**config.mk**
```make
export PLATFORM = sky130hd
export DESIGN_NAME = lsu_agen
export DESIGN_NICKNAME = d
export VERILOG_FILES = /design/src/rtl/lsu_agen_pkg.sv /design/src/rtl/lsu_agen_calc.sv /design/src/rtl/lsu_agen_regfile.sv /design/src/rtl/lsu_agen.sv
export SDC_FILE = /design/constraint.sdc
export NUM_CORES = 1
export LEC_CHECK = 0
export ABC_AREA = 1
export BUFFER_PORTS_ARGS = -buffer_cell sky130_fd_sc_hd__buf_4
export CORE_MARGIN = 4
export CORE_UTILIZATION = 30
export CTS_CLUSTER_SIZE = 8
export DETAILED_ROUTE_END_ITERATION = 10
export PLACE_DENSITY = 0.47
export SLEW_MARGIN = 0
export SYNTH_ARGS = -nofsm -noshare
export SYNTH_HDL_FRONTEND = slang
export SYNTH_SLANG_ARGS = --single-unit
```
**constraint.sdc**
```tcl
create_clock -name clk -period 8.6 [get_ports clk]
set_input_delay 0.86 -clock clk [delete_from_list [all_inputs] [get_ports clk]]
set_output_delay 0.86 -clock clk [all_outputs]
set_load 0.01 [all_outputs]
```
**src/rtl/lsu_agen_pkg.sv**
```systemverilog
package lsu_agen_pkg;
   typedef enum logic [1:0] {
      AM_PREDEC = 2'd0,
      AM_DISP   = 2'd1,
      AM_INDEX  = 2'd2,
      AM_RSVD   = 2'd3
   } amode_e;

   typedef enum logic [1:0] {
      SZ_BYTE = 2'd0,
      SZ_WORD = 2'd1,
      SZ_LONG = 2'd2,
      SZ_QUAD = 2'd3
   } osize_e;
endpackage

```
**src/rtl/lsu_agen_calc.sv**
```systemverilog
module lsu_agen_calc
   import lsu_agen_pkg::*;
#(
   parameter int AW    = 32,
   parameter int DISPW = 4
) (
   input  logic [1:0]       mode,
   input  logic [1:0]       size,
   input  logic [DISPW-1:0] disp,
   input  logic [AW-1:0]    base_val,
   input  logic [AW-1:0]    idx_val,
   output logic [AW-1:0]    ea,
   output logic             wb_en,
   output logic [AW-1:0]    wb_data,
   output logic             illegal
);
   logic [AW-1:0] step;
   logic [AW-1:0] offset;
   logic [AW-1:0] lowered;

   always_comb begin
      step    = AW'(1) << size;
      offset  = AW'(disp) << size;
      lowered = base_val - step;
   end

   always_comb begin
      ea      = '0;
      wb_en   = 1'b0;
      wb_data = lowered;
      illegal = 1'b0;
      case (amode_e'(mode))
         AM_PREDEC: begin
            ea    = lowered;
            wb_en = 1'b1;
         end
         AM_DISP: begin
            if (osize_e'(size) == SZ_QUAD) illegal = 1'b1;
            else                           ea      = base_val + offset;
         end
         AM_INDEX: ea = base_val + idx_val;
         default:  illegal = 1'b1;
      endcase
   end
endmodule

```
**src/rtl/lsu_agen_regfile.sv**
```systemverilog
module lsu_agen_regfile #(
   parameter int AW      = 32,
   parameter int NREG    = 16,
   parameter int IDX_REG = 0,
   localparam int RW     = $clog2(NREG)
) (
   input  logic          clk,
   input  logic          rst_n,
   input  logic [RW-1:0] rd_idx,
   output logic [AW-1:0] rd_data,
   output logic [AW-1:0] ix_data,
   input  logic          wa_en,
   input  logic [RW-1:0] wa_idx,
   input  logic [AW-1:0] wa_data,
   input  logic          wb_en,
   input  logic [RW-1:0] wb_idx,
   input  logic [AW-1:0] wb_data
);
   logic [AW-1:0] regs [NREG];

   for (genvar g = 0; g < NREG; g++) begin : g_reg
      logic [AW-1:0] q;
      always_ff @(posedge clk or negedge rst_n) begin
         if (!rst_n)                                q <= '0;
         else if (wa_en && wa_idx == RW'(g))        q <= wa_data;
         else if (wb_en && wb_idx == RW'(g))        q <= wb_data;
      end
      assign regs[g] = q;
   end

   assign rd_data = regs[rd_idx];
   assign ix_data = regs[IDX_REG];
endmodule

```
**src/rtl/lsu_agen.sv**
```systemverilog
module lsu_agen
   import lsu_agen_pkg::*;
#(
   parameter int AW      = 32,
   parameter int NREG    = 16,
   parameter int DISPW   = 4,
   parameter int IDX_REG = 0,
   localparam int RW     = $clog2(NREG)
) (
   input  logic             clk,
   input  logic             rst_n,
   input  logic             valid_in,
   input  logic [1:0]       mode,
   input  logic [1:0]       size,
   input  logic [DISPW-1:0] disp,
   input  logic [RW-1:0]    base_idx,
   input  logic             ld_en,
   input  logic [RW-1:0]    ld_idx,
   input  logic [AW-1:0]    ld_data,
   output logic             valid_out,
   output logic [AW-1:0]    ea,
   output logic             illegal_mode,
   output logic             wb_en,
   output logic [RW-1:0]    wb_idx,
   output logic [AW-1:0]    wb_data
);
   if (AW < 8) begin : g_bad_aw
      $error("lsu_agen: AW must be at least 8");
   end
   if (NREG < 2 || NREG != (1 << RW)) begin : g_bad_nreg
      $error("lsu_agen: NREG must be a power of two of at least 2");
   end
   if (IDX_REG >= NREG) begin : g_bad_idx
      $error("lsu_agen: IDX_REG out of range");
   end
   if (DISPW < 1 || DISPW + 3 > AW) begin : g_bad_disp
      $error("lsu_agen: DISPW out of range");
   end

   logic [AW-1:0] base_rd;
   logic [AW-1:0] idx_rd;
   logic [AW-1:0] c_ea;
   logic [AW-1:0] c_wbd;
   logic          c_wbe;
   logic          c_ill;
   logic          do_wb;

   lsu_agen_regfile #(.AW(AW), .NREG(NREG), .IDX_REG(IDX_REG)) u_rf (
      .clk     (clk),
      .rst_n   (rst_n),
      .rd_idx  (base_idx),
      .rd_data (base_rd),
      .ix_data (idx_rd),
      .wa_en   (ld_en),
      .wa_idx  (ld_idx),
      .wa_data (ld_data),
      .wb_en   (do_wb),
      .wb_idx  (base_idx),
      .wb_data (c_wbd)
   );

   lsu_agen_calc #(.AW(AW), .DISPW(DISPW)) u_calc (
      .mode     (mode),
      .size     (size),
      .disp     (disp),
      .base_val (base_rd),
      .idx_val  (idx_rd),
      .ea       (c_ea),
      .wb_en    (c_wbe),
      .wb_data  (c_wbd),
      .illegal  (c_ill)
   );

   assign do_wb = valid_in && c_wbe;

   always_ff @(posedge clk or negedge rst_n) begin
      if (!rst_n) begin
         valid_out    <= 1'b0;
         ea           <= '0;
         illegal_mode <= 1'b0;
         wb_en        <= 1'b0;
         wb_idx       <= '0;
         wb_data      <= '0;
      end else begin
         valid_out    <= valid_in;
         illegal_mode <= valid_in && c_ill;
         wb_en        <= do_wb;
         if (valid_in) begin
            ea      <= c_ea;
            wb_idx  <= base_idx;
            wb_data <= c_wbd;
         end
      end
   end
endmodule

```
==> results_dict.tcl <==
set metrics [dict create \
    status "completed" \
    dr.pass1.iters 6 \
    cts.sinks 583 \
    vias 34200 \
    hp-class "input pin to async pin" \
    drc_errors 0 \
    final-hold-violation-count 0 \
    clk-insertion-delay-late_ps 680 \
    grt_pass1_wl_um 239000 \
    antenna_found_initial 5 \
    die_h_um 346 \
    cp-start-kind "input pin" \
    area_growth_pct 13.6 \
    synth_cell_types 46 \
    synthCells 4666 \
    synth.cell_area_sq_um 34200 \
    synth-xor-area-share_pct 0.336 \
    ys_seq_elements 583 \
    hpwl_um 106000 \
    rsz0062_at_grt "false" \
    grt_max_degree 161 \
    path_class "input pin to register" \
    setup_tns_ps 0 \
    cp.arrival_ps 5910 \
    synth_mux_area_share_pct 0.0585 \
    power_density_nw_per_um2 264 \
    cp-end-kind "register" \
    gp_congestion 0.940 \
    grt_use_total_pct 26.6 \
    cts_inserted_buffers 84 \
    setup_viol_count_final 0 \
    synth-compound-area-share_pct 19.2 \
    drive_gt1_share_pct 8.85 \
    grt_pass1_vias 32800 \
    ctsHoldBuffers 0 \
    fill_cells 12100 \
    synth_top_family_by_area "simple AND/OR/NAND/NOR gates" \
    clkTransAtPathRegs_ps 50 \
    worstMarginPinSlew_ps 1150 \
    h-tree-depth 3 \
    antenna_left 0 \
    dieArea_sq_um 120000 \
    worst-path-max-fanout 58 \
    yosys_warnings 0 \
    worst_ep_required_time_ps 9150 \
    routed_wl_um 164000 \
    yosys.area_share.simple_pct 27.4 \
    fmax_ghz 0.187 \
    cts_tree "yes" \
    cts_setup_buffers 0 \
    final_net_count 4762 \
    core_area_sq_um 113000 \
    syn-num-nets 4763 \
    period_needed_ps 5360 \
    drv_slew 0 \
    finalCritPeriodShare_pct 62.3 \
    p_leak_uw 0.0185 \
    async_reset_ff_share_pct 100 \
    overflow 0 \
    clockRootBuffer "clkbuf_16" \
    cts_resized 0 \
    viasPerCell 5.54 \
    wire_per_inst_um 26.5 \
    synth_adder_area_share_pct 1.71 \
    ys.flop_type "dfrtp_1" \
    dp_cells 6079 \
    cap_violations 0 \
    cts_max_path_buffers 3 \
    ys_seq_area_share_pct 42.6 \
    synth_edf_count 0 \
    start_util_pct 30.3 \
    avgSynthCellArea_sq_um 7.34 \
    fin_worst_skew_ps 35.2 \
    slew_headroom_pct 23.4 \
    layout.cells.non_filler 6180 \
    port_buffers 122 \
    io_pins 123 \
    r2r_slack_ps 4480 \
    die_x_um 346 \
    peakVddDrop_uv 125 \
    row_count 123 \
    drt-initial-drc-count 3979 \
]
[registers in the layout (all words and copies together), names as in the netlist]
signal and count:
u_rf.g.q 480, ea 32, u_rf.ix_data 32, wb_data 32, wb_idx 4, illegal_mode 1, valid_out 1, wb_en 1
[layer usage]
layer	part of all wire [%]	routed length, um	vias to the layer above	GRT usage (%)
met3	8.5	13900	262	4.14
li1	-	-	15500	-
met1	44	72100	16900	38.0
met5	0.0079	13	-	0
met4	3.0	4900	2	7.95
met2	44	72700	1633	41.6
[where the power goes]
group	internal [uW]	total, uW	switching [uW]
clock network	1770	3100	1330
logic	1110	3300	2190
registers	3440	3850	404
[synthesized netlist by cell type, types with 2 or more instances]
library cell | count | area (sq um)
a21boi_0 | 3 | 22.5
a21o_1 | 5 | 37.5
a21oi_1 | 66 | 330
a22oi_1 | 12 | 90.1
a31oi_1 | 3 | 18.8
buf_1 | 14 | 52.6
buf_2 | 63 | 315
buf_4 | 22 | 165
buf_6 | 9 | 101
clkbuf_1 | 184 | 691
clkinv_1 | 30 | 113
dfrtp_1 | 583 | 14600
fa_1 | 3 | 60.1
ha_1 | 42 | 526
inv_1 | 404 | 1520
inv_2 | 6 | 22.5
mux2i_1 | 2 | 20.0
nand2_1 | 1945 | 7300
nand2_2 | 21 | 131
nand3_1 | 133 | 666
nand3b_1 | 7 | 52.6
nand4_1 | 12 | 75.1
nor2_1 | 208 | 781
nor2_2 | 23 | 144
nor2_4 | 7 | 78.8
nor3_1 | 12 | 60.1
o211ai_1 | 74 | 556
o211ai_2 | 12 | 150
o21a_1 | 4 | 30.0
o21ai_0 | 127 | 636
o21ai_1 | 54 | 270
o21bai_1 | 91 | 683
o221ai_1 | 343 | 3000
o22ai_1 | 114 | 713
or2_2 | 9 | 56.3
xnor2_1 | 2 | 17.5
xor2_1 | 8 | 70.1
[cell type report]
| type | count | area (sq um) | area share [%] |
|---|---|---|---|
| Inverter | 440 | 1660 | 4.27 |
| Antenna cell | 3 | 7.51 | 0.0193 |
| Tap cell | 1500 | 1880 | 4.83 |
| Clock buffer | 88 | 2130 | 5.47 |
| Clock inverter | 10 | 151 | 0.389 |
| Multi-Input combinational cell | 3351 | 16900 | 43.4 |
| Sequential cell | 583 | 14600 | 37.5 |
| Timing Repair Buffer | 205 | 1600 | 4.13 |
[stage by stage]
stage / total power (uW) / hold slack (ps) / worst slack (ps) / util (%) / area, sq um
floorplan: 5890 / 459 / 4130 / - / 34200
global placement: 7110 / 457 / 2720 / 32.4 / 36600
detailed placement: 7120 / 465 / 2690 / 32.4 / 36600
CTS: 10300 / 248 / 3400 / 34.4 / 38900
global route: 10800 / 296 / 2930 / 34.4 / 38900
finish: 10200 / 244 / 3240 / 34.4 / 38900
[placed cells by master (no fill, tap or decap), types with 84 or more instances in the layout]
cell	instances
inv_1	402
nor2_1	193
nand3_1	131
buf_4	199
clkbuf_16	84
o21bai_1	91
dfrtp_1	583
nand2_1	1944
o221ai_1	343
o21ai_0	127
o22ai_1	114
[worst paths after layout]
path                                       from                    to  cells after the start
worst min register to register           ea[22]                ea[22]                      2
worst min-delay path                      rst_n  u_rf.g_reg[10].q[25]                      1
worst max-delay path                base_idx[0]                ea[11]                     20
max in group asynchronous                 rst_n    u_rf.g_reg[7].q[6]                      2
min in group clk                        mode[0]          illegal_mode                      3
worst max register to register  u_rf.ix_data[0]   u_rf.g_reg[8].q[14]                     18
[worst max-delay path: stages]
cell and delay [ps]:
buf_8 180, inv_6 480, nor2_2 150, inv_1 530
o22ai_1 130, o21ai_0 280, nand4_1 410, ha_1 490
a21oi_1 140, nand2_1 90, a21oi_1 150, nand2_1 190
inv_1 140, nand2_2 140, inv_1 190, nand3_1 90
nand2_1 750, nor2_1 110, o21ai_0 200, nand2_1 60
[cell families (layout without fill, tap and decap cells)]
logic type               Yosys count  in the layout
AND/OR/NAND/NOR                 2381           2381
AO/OA/AOI/OAI                    912            912
buffers and inverters            732            743
flip-flops                       583            583
adder cells (fa/ha/maj)           45             45
XOR/XNOR                          11             11
multiplexers                       2              2
other                              0              3
No activity file was read; power rests on OpenSTA's default activity.
